### config.mk
export PLATFORM = sky130hd
export DESIGN_NAME = xlat_cache
export DESIGN_NICKNAME = d
export VERILOG_FILES = /design/src/rtl/xlat_cache.sv
export SDC_FILE = /design/constraint.sdc
export NUM_CORES = 1
export LEC_CHECK = 0
export ABC_AREA = 0
export BUFFER_PORTS_ARGS = -buffer_cell sky130_fd_sc_hd__buf_4
export CELL_PAD_IN_SITES_DETAIL_PLACEMENT = 0
export CELL_PAD_IN_SITES_GLOBAL_PLACEMENT = 2
export CORE_MARGIN = 2
export CORE_UTILIZATION = 30
export CTS_CLUSTER_SIZE = 14
export DETAILED_ROUTE_END_ITERATION = 8
export GPL_ROUTABILITY_DRIVEN = 1
export PLACE_DENSITY_LB_ADDON = 0.1
export SLEW_MARGIN = 20
export SYNTH_ARGS = -nofsm -noshare
export SYNTH_HDL_FRONTEND = slang
export SYNTH_SLANG_ARGS = --single-unit
export TNS_END_PERCENT = 30
### constraint.sdc
create_clock -name clk -period 9.3 [get_ports clk]
set_clock_uncertainty 0.05 [all_clocks]
set_input_delay 0.93 -clock clk [delete_from_list [all_inputs] [get_ports clk]]
set_output_delay 0.93 -clock clk [all_outputs]
set_load 0.02 [all_outputs]
### src/rtl/xlat_cache.sv
module xlat_cache #(
  parameter int ENTRIES = 16,
  parameter int VPN_W   = 20,
  parameter int PFN_W   = 20
) (
  input  logic             clk,
  input  logic             rst_n,
  input  logic             lk_valid,
  input  logic [VPN_W-1:0] lk_vpn,
  output logic             lk_hit,
  output logic [PFN_W-1:0] lk_pfn,
  output logic [3:0]       lk_attr,
  input  logic             fill_en,
  input  logic [VPN_W-1:0] fill_vpn,
  input  logic [PFN_W-1:0] fill_pfn,
  input  logic [3:0]       fill_attr,
  input  logic             base_wr,
  input  logic             glob_en,
  input  logic             inv_pg,
  input  logic [VPN_W-1:0] inv_vpn
);
  localparam int IW   = (ENTRIES > 1) ? $clog2(ENTRIES) : 1;
  localparam int GBIT = 3;

  logic [VPN_W-1:0] tag_q  [ENTRIES];
  logic [PFN_W-1:0] pfn_q  [ENTRIES];
  logic [3:0]       attr_q [ENTRIES];
  logic [ENTRIES-1:0] valid_q, kill, live, hv, fm;
  logic [IW-1:0] rr_q, victim;
  logic in_place, free_slot;
  logic [PFN_W-1:0] pfn_n;
  logic [3:0] attr_n;

  always_comb begin
    for (int i = 0; i < ENTRIES; i++) begin
      kill[i] = valid_q[i] &
                ((base_wr & ~(glob_en & attr_q[i][GBIT])) |
                 (inv_pg & (tag_q[i] == inv_vpn)));
      hv[i]   = lk_valid & valid_q[i] & ~kill[i] & (tag_q[i] == lk_vpn);
      fm[i]   = valid_q[i] & (tag_q[i] == fill_vpn);
    end
  end

  assign live = valid_q & ~kill;

  always_comb begin
    victim    = rr_q;
    free_slot = 1'b0;
    in_place  = |fm;
    for (int i = ENTRIES - 1; i >= 0; i--)
      if (!live[i]) begin
        victim    = IW'(i);
        free_slot = 1'b1;
      end
    for (int i = 0; i < ENTRIES; i++)
      if (fm[i]) victim = IW'(i);
  end

  always_comb begin
    pfn_n  = '0;
    attr_n = '0;
    for (int i = 0; i < ENTRIES; i++)
      if (hv[i]) begin
        pfn_n  = pfn_n | pfn_q[i];
        attr_n = attr_n | attr_q[i];
      end
  end

  always_ff @(posedge clk) begin
    if (!rst_n) begin
      valid_q <= '0;
      rr_q    <= '0;
      lk_hit  <= 1'b0;
      lk_pfn  <= '0;
      lk_attr <= '0;
    end else begin
      lk_hit  <= |hv;
      lk_pfn  <= pfn_n;
      lk_attr <= attr_n;
      valid_q <= live;
      if (fill_en) begin
        valid_q[victim] <= 1'b1;
        tag_q[victim]   <= fill_vpn;
        pfn_q[victim]   <= fill_pfn;
        attr_q[victim]  <= fill_attr;
        if (!in_place && !free_slot)
          rr_q <= (rr_q == IW'(ENTRIES - 1)) ? '0 : rr_q + 1'b1;
      end
    end
  end
endmodule


Yosys cells after proc, flatten, opt, wreduce, memory -nomap -nowiden
Memories as Yosys holds them, arrays and structs flattened.
Index checks and enable logic that the tools add are counted.
- bits in registers: 45
- latch bits: 0
- RAM bits: 704
- bits in read-only memories: 0
- input port bits: 91
- output and inout port bits: 25
- word-level logic and storage cells: 363
- memories kept: 3
- add/subtract/negate cells: 1
- $mul: 0
- divide/modulo/power cells: 0
- $lt $le $gt $ge: 2
- eq/ne operators: 49
- shifts and indexed selects: 0
- multiplexer cells: 87
- bitwise logic cells: 209
- reduce and logical (&&, ||, !) cells: 7
- memory list (name ; depth ; width ; read ports ; clocked after Yosys merged registers in ; wr ports ; line ; RTL):
    pfn_q ; 16 ; 20 ; 16 ; 0 ; 1 ; 26 ; logic [PFN_W-1:0] pfn_q [ENTRIES];
    tag_q ; 16 ; 20 ; 16 ; 0 ; 1 ; 25 ; logic [VPN_W-1:0] tag_q [ENTRIES];
    attr_q ; 16 ; 4 ; 16 ; 0 ; 1 ; 27 ; logic [3:0] attr_q [ENTRIES];
- operators by type and width (cell ; count):
    20-bit equality test ; 48
    20-bit 2-to-1 mux ; 16
    20-bit bitwise OR ; 15
    4-bit 2-to-1 mux ; 49
    1-bit AND ; 128
    4-bit bitwise OR ; 15
    1-bit inverter ; 32
    16-bit OR reduction ; 2
    1-bit 2-to-1 mux ; 20
    16-bit AND ; 1
    16-bit 2-to-1 mux ; 1
    16-bit inverter ; 1
    1-bit bitwise OR ; 16
    16-bit bitwise OR ; 1
    4-bit by 5-bit less-than comparator with 1-bit output, second input constant ; 1
    4-bit by 1-bit adder with 4-bit output, second input constant ; 1
    1-bit demux with 4-bit select ; 1
    4-bit equality test, second input constant ; 1
    4-bit by 1-bit >= comparator with 1-bit output, second input constant ; 1
    1-bit logical AND ; 2
    1-bit zero test ; 2
    2-bit AND reduction ; 1

Logic depth before layout (Yosys ltp)
Gate-level depths: netlist of the first run.
- depth after elaboration: 45
- gate-level depth with buffers: 13
- depth with buffers taken out: 9

Least setup slack after synthesis of the first run
OpenSTA, ideal clock, no wires.
- kind: input to register
- start: in fill_vpn[2]
- end: mem attr_q[13][0] (enable)
- setup time: 0.509 ns
- arrival time: 6.156 ns
- required time: 8.741 ns
- slack: 2.584 ns
- stages on the path: 13
- buffers on the path: 4
- cells stage by stage: buf_2 buf_6 xor2_1 nor4_1 nand4_1 or2_0 and4b_1 nor3_1 o21ai_1 and2_1 buf_2 buf_6 nor3b_1
- longest elaborated chain between the ends: 18
- elaborated cells between the ends (all ways): 48
- classes of those cells: eq/ne (16); mux (16); bitwise (16)
- RTL lines (what ; line ; RTL):
    from (decl) ; 14 ; input logic [VPN_W-1:0] fill_vpn,
    20-bit equality test ; 40 ; fm[i] = valid_q[i] & (tag_q[i] == fill_vpn);
    1-bit AND ; 40 ;
    4-bit 2-to-1 mux (15 in a row) ; 56 ; if (fm[i]) victim = IW'(i);
    4-bit 2-to-1 mux * ; 56 ;
    to (decl) ; 27 ;
Every way passes the cells marked *; elsewhere a longest branch is shown, timed or not.

Worst setup path after layout of the first run
- start: in inv_vpn[11]
- end: mem tag_q[0][9] (enable)
- longest elaborated chain between the ends: 38
- elaborated cells between the ends (all ways): 98
- classes of those cells: eq/ne (16); mux (32); bitwise (50)
- RTL lines (what ; line ; RTL):
    from (decl) ; 20 ; input logic [VPN_W-1:0] inv_vpn
    20-bit equality test ; 38 ; (inv_pg & (tag_q[i] == inv_vpn)));
    1-bit AND ; 38 ;
    1-bit bitwise OR ; 37 ; ((base_wr & ~(glob_en & attr_q[i][GBIT])) |
    1-bit AND ; 36 ; kill[i] = valid_q[i] &
    16-bit inverter * ; 44 ; assign live = valid_q & ~kill;
    16-bit AND * ; 44 ;
    4-bit 2-to-1 mux (15 in a row) ; 51 ; if (!live[i]) begin
    4-bit 2-to-1 mux * ; 51 ;
    4-bit 2-to-1 mux * (16 in a row) ; 56 ;
    to (decl) ; 25 ;
Marks and branches as above.

==> metrics.yaml, run 1 <==
global_routing:
  grtUsageTotal_pct: 25.5
  grt_pass1_vias: 26000
  grt_overflow: 0
  grt_max_degree: 45
  grt_first_pass_wirelength_mm: 227
  antenna_found_initial: 2
clocking:
  cts_tree: "done"
  clk_pin_slew_worst_paths_ns: 0.06
  postCtsSetupBuffers: 0
  cts_resized: 0
  hold_buffers: 0
  clock_latency_ns: 0.74
  clock_sinks: 749
  htree_levels: 3
  clk_path_buf_depth: 3
  root_buffer: "clkbuf_16"
  numCtsBuffers: 90
setup_path:
  arrival_ns: 5.50
  r2r_setup_slack_ns: 4.36
  reg2reg_depth: 9
  cp.required_ns: 9.58
  cp-end-kind: "register"
  worstSetupPathType: "in2reg"
  worstPathMaxFanout: 42
  startpoint_type: "primary input"
power:
  pwr-share-clk_pct: 45.9
  p_seq_share_pct: 46.6
  switching_share_pct: 25.1
  ir_worst_vdd_mv: 0.148
  cellInternalPower_w: 0.00597
  powerDensity_mw_per_mm2: 186
  total_power_w: 0.00797
  switchingPower_w: 0.00200
  p_leak_nw: 13.0
  pwr-share-comb_pct: 7.6
logic_synthesis:
  synth-seq-area-share_pct: 58.3
  yosys.area_share.adder_pct: 0.0331
  synth_top_cells_by_area: "edfxtp_1 (56%), xnor2_1 (14%), xor2_1 (8.5%)"
  synth_cells: 2777
  synthArstFlopShare_pct: 0
  synthMuxAreaShare_pct: 0.0265
  yosys.area.top_type: "edfxtp_1"
  synth-seq-cells: 749
  synth_top_family_by_area: "XOR/XNOR gates"
  synth_compound_area_share_pct: 6.70
  synth_top_area_share_pct: 55.9
  synth_cell_types: 69
  postSynthAreaPerCell_um2: 13.6
  synth_edf_count: 704
  netlist_area_mm2: 0.0378
  synth_xor_area_share_pct: 22.2
  synthSimpleGateAreaFrac_pct: 9.11
  ys.flop_type: "edfxtp_1"
  synthesis.nets: 2869
  yosys_warnings: 0
flow_run:
  cap_viol_max_count: 0
routing:
  drc: 0
  dr.first_iter.drc_count: 2340
  vias: 25400
  wl_per_cell_um: 36.6
  viasPerCell: 5.55
  wl_mm: 168
  drtAntennaViolNets: 0
  drtPass1Iterations: 5
run_status:
  status: "finished clean"
final_layout:
  final_cell_mix: "edfxtp_1 (704), xnor2_1 (592), xor2_1 (366)"
  num-nets-final: 2947
  synthToLayoutAreaGrowth_pct: 13.7
  fin_area_mm2: 0.0430
  final_common_cell: "edfxtp_1"
  drive_gt1_share_pct: 12.1
  final_util_pct: 34.3
  multi_input_area_mm2: 0.0145
  seqCellArea_mm2: 0.0220
  fillers: 12200
die:
  coreArea_mm2: 0.125
  fp.dieH_um: 359
  rows: 130
  die_area_mm2: 0.129
  pin_count: 116
  fp.dieW_um: 359
  initial_utilization_pct: 30.1
sta:
  finalSetupViolations: 0
  slew_headroom_pct: 34.2
  clock.fmax_mhz: 192
  maxSlewViolCount: 0
  worst_slew_pin_slew_ns: 0.987
  hold_viol_final: 0
  timing.final.crit_share_pct: 56.1
  finalCriticalPeriod_ns: 5.22
  hold_slack_ns: 0.438
  rsz0062_at_grt: "no"
  tns_ns: 0
placement:
  placed_area_mm2: 0.0399
  hpwl_mm: 96.2
  place.gp.congestion: 0.878
  io_buffer_count: 115
min_path:
  hold_depth: 1
  hold_class: "in2reg"
-- per-stage QoR --
stage          cells  worst slack [ns]
3_5_place_dp    4413              3.36
5_1_grt         4582              4.02
3_3_place_gp    4412              3.35
6_report        4586              4.08
4_1_cts         4582              4.10
2_1_floorplan   2777              2.58
-- synth_stat cells (all sizes together) (2+ instances only) --
master and n:
nand4 192, a211oi 3, o32ai 4, xor2 366, o21ai 7, a221oi 97
and2 12, a21oi 8, clkbuf 49, nand2b 3, a21o 2, nor3 39
a41oi 39, nand4b 3, nor3b 13, buf 130, nand3 63, xnor2 592
o2111ai 3, a41o 7, or2 14, a22o 96, nand3b 2, o211ai 5
and3 3, o31ai 10, nor2 9, a2111oi 3, nor4b 10, inv 7
nor4 131, nand2 82, a311o 2, and4 6, nor2b 3, dfxtp 45
edfxtp 704
-- flip-flops by register name, indices dropped and copies added, names as in the netlist --
register,flops
lk_hit,1
lk_pfn,20
tag_q,320
rr_q,4
attr_q,64
valid_q,16
pfn_q,320
lk_attr,4
-- kinds of logic after synthesis --
group,Yosys count
xor+xnor,958
flops,749
simple gates,589
compound gates,292
buf+inv,187
mux,1
fa+ha+maj,1
-- worst paths after layout --
| path | startpoint | end |
|---|---|---|
| setup / recovery | inv_vpn[11] | tag_q[0][9] |
| setup reg to reg | tag_q[12][11] | tag_q[0][9] |
| hold / removal | fill_pfn[16] | pfn_q[13][16] |
| hold reg to reg | rr_q[0] | rr_q[0] |
-- routing by layer --
metal  up-vias  share of wire, %  GRT usage (%)
met3       307               5.0           3.60
met5         -                 0              0
met2      1032                48           43.2
met1     13400                43           33.1
met4         0               4.2           9.90
li1      10700                 -              -
-- critical path: stages --
cell	delay [ns]
buf_4	0.46
xnor2_1	0.26
nand4_1	0.15
nor4_1	0.58
a41oi_1	0.58
a311oi_1	0.55
o2111ai_2	0.20
and2_1	0.46
nor3_2	0.47
buf_4	0.75
-- final cells by class --
class                      count  share of cell area (%)
antenna                        4                  0.0233
clock buffer                 121                    5.75
clock inverter                48                    1.35
inverter                       8                  0.0699
multi-input combinational   1841                    33.8
sequential                   749                    51.3
tap                         1650                    4.80
timing repair buffer         165                    2.91
-- power groups by stage --
stage	sequential [W]	clock [W]	combinational (W)
final	0.00371	0.00366	0.000605
after global routing	0.00371	0.00384	0.000626
after CTS	0.00371	0.00372	0.000601
after detailed placement	0.00378	0	0.000599
after global placement	0.00378	0	0.000601
after floorplan	0.00378	0	0.000345
No activity file was read; power rests on OpenSTA's default activity.
==> run 2, diff against run 1 <==
==> constraint.sdc (replaced) <==
create_clock -name clk -period 5.4 [get_ports clk]
set_clock_uncertainty 0.05 [all_clocks]
set_input_delay 0.54 -clock clk [delete_from_list [all_inputs] [get_ports clk]]
set_output_delay 0.54 -clock clk [all_outputs]
set_load 0.02 [all_outputs]
==> metrics.yaml, run 2 (synthesized netlist as in run 1, its figures left out) <==
run_status:
  status: "finished clean"
setup_path:
  worstSetupPathType: "reg2reg"
  cp.required_ns: 5.72  # -3.86 ns
  arrival_ns: 4.97  # -0.53 ns
  worstPathMaxFanout: 27  # -36%
  cp-end-kind: "register"
  startpoint_type: "register"
global_routing:
  grt_overflow: 0  # unchanged
  antenna_found_initial: 8  # +6
  grt_first_pass_wirelength_mm: 230  # +1.4%
  grtUsageTotal_pct: 25.8  # +0.25 points
  grt_pass1_vias: 26700  # +2.8%
  grt_max_degree: 45  # unchanged
routing:
  drc: 0  # unchanged
  drtAntennaViolNets: 0  # unchanged
  wl_per_cell_um: 36.4  # -0.62%
  drtPass1Iterations: 5  # unchanged
  dr.first_iter.drc_count: 2337  # -0.13%
  wl_mm: 170  # +1.4%
  viasPerCell: 5.55  # about the same
  vias: 26000  # +2.0%
clocking:
  cts_tree: "done"
  clock_sinks: 749  # unchanged
  clk_path_buf_depth: 3  # unchanged
  clock_latency_ns: 0.70  # -0.04 ns
  root_buffer: "clkbuf_16"
  clk_pin_slew_worst_paths_ns: 0.06  # about the same
  postCtsSetupBuffers: 0  # unchanged
  hold_buffers: 0  # unchanged
  htree_levels: 3  # unchanged
  cts_resized: 0  # unchanged
  numCtsBuffers: 93  # +3.3%
final_layout:
  drive_gt1_share_pct: 15.0  # +2.9 points
  final_common_cell: "edfxtp_1"
  final_util_pct: 35.1  # +0.81 points
  synthToLayoutAreaGrowth_pct: 16.4
  reg_top3: "pfn_q x320, tag_q x320, attr_q x64"
  num-nets-final: 3044  # +3.3%
  fillers: 12200  # +0.12%
  final_cell_mix: "edfxtp_1 (704), xnor2_1 (592), xor2_1 (366)"
  layout.cells.non_filler: 4678  # +2.0%
sta:
  rsz0062_at_grt: "no"
  hold_slack_ns: 0.0676  # -0.371 ns
  clock.fmax_mhz: 215
  timing.final.crit_share_pct: 86.1
  finalSetupViolations: 0  # unchanged
  worst_slew_pin_slew_ns: 1.09  # +0.101 ns
  finalCriticalPeriod_ns: 4.65
  hold_viol_final: 0  # unchanged
  slew_headroom_pct: 27.4  # -6.8 points
  maxSlewViolCount: 0  # unchanged
  tns_ns: 0  # unchanged
power:
  powerDensity_mw_per_mm2: 313  # +69%
  ir_worst_vdd_mv: 0.229  # +55%
  p_leak_nw: 13.5  # +4.1%
placement:
  hpwl_mm: 109  # +13%
  io_buffer_count: 115  # unchanged
  post-place-cells: 4507  # +2.1%
  place.gp.congestion: 0.923  # +5.2%
die:
  fp.dieW_um: 359  # unchanged
  rows: 130  # unchanged
  die_area_mm2: 0.129  # unchanged
  coreArea_mm2: 0.125  # unchanged
  initial_utilization_pct: 30.1  # unchanged
  pin_count: 116  # unchanged
  fp.dieH_um: 359  # unchanged
min_path:
  hold_class: "in2reg"
flow_run:
  cap_viol_max_count: 0  # unchanged
run 2: cell types whose count changed in the layout (fill, tap and decap cells not counted), moves of 2 or more:
cell / delta
buf_12: +23
clkinv_8: +2
clkinv_2: +3
clkbuf_1: -7
buf_4: +71
diode_2: -2
clkinv_1: +2
clkinv_4: -3
clkbuf_16: +2
clkinvlp_4: +2
run 2: worst paths after layout:
| kind | startpoint | endpoint | slack [ns] | cells after the start |
|---|---|---|---|---|
| hold / removal | fill_pfn[5] | pfn_q[8][5] | 0.07 | 1 |
| hold reg to reg | rr_q[0] | rr_q[0] | 0.47 | 2 |
| setup / recovery | tag_q[12][11] | tag_q[14][12] | 0.75 | 9 |
| setup reg to reg | tag_q[12][11] | tag_q[14][12] | 0.75 | 9 |
run 2: where the power goes:
part / internal, W / switching (W) / leakage, nW / total [W]
clock: 0.00363 / 0.00266 / 1.49 / 0.00629
combinational: 0.000338 / 0.000763 / 5.31 / 0.00110
sequential: 0.00637 / 0.0000201 / 6.70 / 0.00639
total: 0.0103 / 0.00344 / 13.5 / 0.0138
run 2: cell type report:
cell class	instances	area [um2]	share of cell area (%)
clock buffers	116	2490	5.67
multi-input cells	1841	14500	33.0
diodes	2	5.00	0.0114
repair buffers	259	2240	5.10
inverters	8	30.0	0.0683
well taps	1650	2060	4.69
flip-flops and latches	749	22000	50.1
clock inverters	53	573	1.30
run 2: per-layer routing:
layer | up-vias | track usage, % | share of wire [%]
li1 | 10900 | - | -
met1 | 13700 | 33.5 | 43
met2 | 1079 | 43.8 | 48
met3 | 260 | 4.05 | 5.4
met4 | 0 | 8.50 | 3.4
met5 | - | 0 | 0
run 2: stage by stage:
stage | total power, W | setup slack (ns) | area, um2
3_3_place_gp | 0.00761 | 0.246 | 40900
4_1_cts | 0.0139 | 0.754 | 44000
3_5_place_dp | 0.00760 | 0.317 | 40900
5_1_grt | 0.0142 | 0.602 | 44000
6_report | 0.0138 | 0.748 | 44000
2_1_floorplan | 0.00711 | -0.709 | 37800
run 2: worst max-delay path, cell delays in order (launching register included):
cell and delay, ns:
edfxtp_1 0.46, xnor2_1 0.28, nand4_1 0.16, nor4_1 0.79, a41oi_1 0.53, o221a_2 0.47
o2111ai_2 0.25, nand3_1 0.39, nor3_2 0.63, buf_12 0.28
==> run 3, diff against run 2 <==
==> constraint.sdc (replaced) <==
create_clock -name clk -period 4.85 [get_ports clk]
set_clock_uncertainty 0.05 [all_clocks]
set_input_delay 0.485 -clock clk [delete_from_list [all_inputs] [get_ports clk]]
set_output_delay 0.485 -clock clk [all_outputs]
set_load 0.02 [all_outputs]
==> metrics.yaml, run 3 (synthesized netlist as in run 1, its figures left out) <==
sta:
  hold_viol_final: 0  # unchanged
  timing.final.crit_share_pct: 88.5  # +2.3 points
  worst_slew_pin_slew_ns: 1.09  # +0.00238 ns
  maxSlewViolCount: 0  # unchanged
  rsz0062_at_grt: "no"
  slew_headroom_pct: 27.3  # -0.16 points
  hold_slack_ns: 0.0454  # -0.0221 ns
  finalCriticalPeriod_ns: 4.29  # -0.361 ns
  clock.fmax_mhz: 233  # +8.4%
  finalSetupViolations: 0  # unchanged
final_layout:
  drive_gt1_share_pct: 16.0  # +0.95 points
  final_cell_mix: "edfxtp_1 (704), xnor2_1 (592), xor2_1 (366)"
  antennaDiodeCount: 0  # -2
  seqCellArea_mm2: 0.0220  # unchanged
  final_common_cell: "edfxtp_1"
  num-nets-final: 3094  # +1.6%
  multi_input_area_mm2: 0.0145  # about the same
  layout.cells.non_filler: 4728  # +1.1%
  reg_top3: "pfn_q x320, tag_q x320, attr_q x64"
  synthToLayoutAreaGrowth_pct: 18.1
  fillers: 12200  # +0.025%
global_routing:
  grt_pass1_vias: 26600  # -0.21%
  grtUsageMet3_pct: 3.07  # -0.97 points
  grt_util_met1_pct: 33.6  # +0.12 points
  antenna_found_initial: 4  # -4
  use_met2_pct: 43.8  # about the same
  grt_first_pass_wirelength_mm: 230  # about the same
  top_usage_layer: "met2"
  grt_max_degree: 45  # unchanged
  grtUsageTotal_pct: 25.8  # about the same
  grt_overflow: 0  # unchanged
power:
  p_leak_nw: 13.8  # +2.4%
  powerDensity_mw_per_mm2: 345  # +10%
  ir_worst_vdd_mv: 0.281  # +23%
  pwr-share-comb_pct: 8.4  # +0.4 points
  pwr-share-clk_pct: 45.5  # about the same
  cellInternalPower_w: 0.0116  # +12%
  total_power_w: 0.0154  # +12%
  p_seq_share_pct: 46.2  # -0.2 points
  switching_share_pct: 24.5  # -0.45 points
  switchingPower_w: 0.00377  # +9.7%
die:
  die_area_mm2: 0.129  # unchanged
  initial_utilization_pct: 30.1  # unchanged
  fp.dieW_um: 359  # unchanged
  pin_count: 116  # unchanged
  rows: 130  # unchanged
  fp.dieH_um: 359  # unchanged
  coreArea_mm2: 0.125  # unchanged
setup_path:
  r2r_setup_slack_ns: 0.56  # -0.19 ns
  worstPathMaxFanout: 20  # -26%
  r2r_start: "tag_q[11][17]"
  startpoint_type: "register"
  r2r_end: "tag_q[9][17]"
  worstSetupPathType: "reg2reg"
  cp.required_ns: 5.13  # -0.59 ns
  reg2reg_depth: 10  # +1
  arrival_ns: 4.57  # -0.40 ns
  cp-end-kind: "register"
flow_run:
  cap_viol_max_count: 0  # unchanged
routing:
  wl_per_cell_um: 35.8  # -1.6%
  vias: 26100  # +0.61%
  dr.first_iter.drc_count: 2708  # +16%
  drtPass1Iterations: 6  # +1
  drtAntennaViolNets: 0  # unchanged
  viasPerCell: 5.52  # -0.46%
  wl_mm: 169  # -0.55%
  drc: 0  # unchanged
min_path:
  whs_endpoint: "pfn_q[3][12]"
  min-delay-start: "fill_pfn[12]"
  hold_class: "in2reg"
  hold_depth: 1  # unchanged
placement:
  io_buffer_count: 115  # unchanged
  place.gp.congestion: 0.923  # about the same
  hpwl_mm: 110  # +0.91%
  post-place-cells: 4549  # +0.93%
clocking:
  clock_latency_ns: 0.70  # about the same
  htree_levels: 3  # unchanged
  numCtsBuffers: 89  # -4.3%
  cts_tree: "done"
  postCtsSetupBuffers: 0  # unchanged
  root_buffer: "clkbuf_16"
  clk_path_buf_depth: 3  # unchanged
  clk_pin_slew_worst_paths_ns: 0.06  # about the same
  clock_sinks: 749  # unchanged
run_status:
  status: "finished clean"
-- run 3: cell type report --
class	count	area share, %
clock buffers	126	5.61
repair buffers	313	6.48
flip-flops and latches	749	49.4
multi-input cells	1841	32.6
clock inverters	41	1.29
inverters	8	0.0673
well taps	1650	4.62
-- run 3: worst max-delay path, stage by stage (launching register included) --
cell,delay (ns)
edfxtp_1,0.50
xnor2_1,0.35
nand4_1,0.13
nor4_1,0.71
nand4_1,0.40
nand4_1,0.26
nor2b_1,0.20
nor3_2,0.10
nand3b_2,0.38
nor3_2,0.44
buf_4,0.39
-- run 3: repair_timing --
item,CTS,global route
hold endpoints to repair,142,0
gates resized for setup,0,0
hold buffers,12,0
-- run 3: power by group through the flow --
| stage | sequential, W | clock, W | combinational, W |
|---|---|---|---|
| after global routing | 0.00711 | 0.00740 | 0.00133 |
| after detailed placement | 0.00725 | 0 | 0.00127 |
| after floorplan | 0.00725 | 0 | 0.000661 |
| after CTS | 0.00711 | 0.00716 | 0.00128 |
| final | 0.00712 | 0.00700 | 0.00129 |
| after global placement | 0.00725 | 0 | 0.00127 |
-- run 3: worst max-delay path by stage --
stage | startpoint | endpoint | slack, ns
CTS | tag_q[11][17] | tag_q[9][17] | 0.62
floorplan | fill_vpn[2] | attr_q[0][0] | -1.20
global route | tag_q[11][17] | tag_q[9][17] | 0.44
global placement | inv_vpn[15] | tag_q[9][17] | 0.12
finish | tag_q[11][17] | tag_q[9][17] | 0.56
detailed placement | inv_vpn[15] | tag_q[9][17] | 0.20
-- run 3: layer usage --
layer / up-vias / part of all wire, %
met3: 289 / 5.1
met1: 13700 / 43
met4: 2 / 3.9
met5: - / 0.0077
li1: 11000 / -
met2: 1101 / 48
-- run 3: per-stage QoR --
stage / cell area (um2) / util [%] / TNS [ns] / worst slack (ns)
finish: 44600 / 35.6 / 0 / 0.559
global route: 44600 / 35.6 / 0 / 0.439
CTS: 44600 / 35.6 / 0 / 0.623
detailed placement: 41400 / 33.0 / 0 / 0.196
floorplan: 37800 / - / -676.71 / -1.20
global placement: 41400 / 33.0 / 0 / 0.125
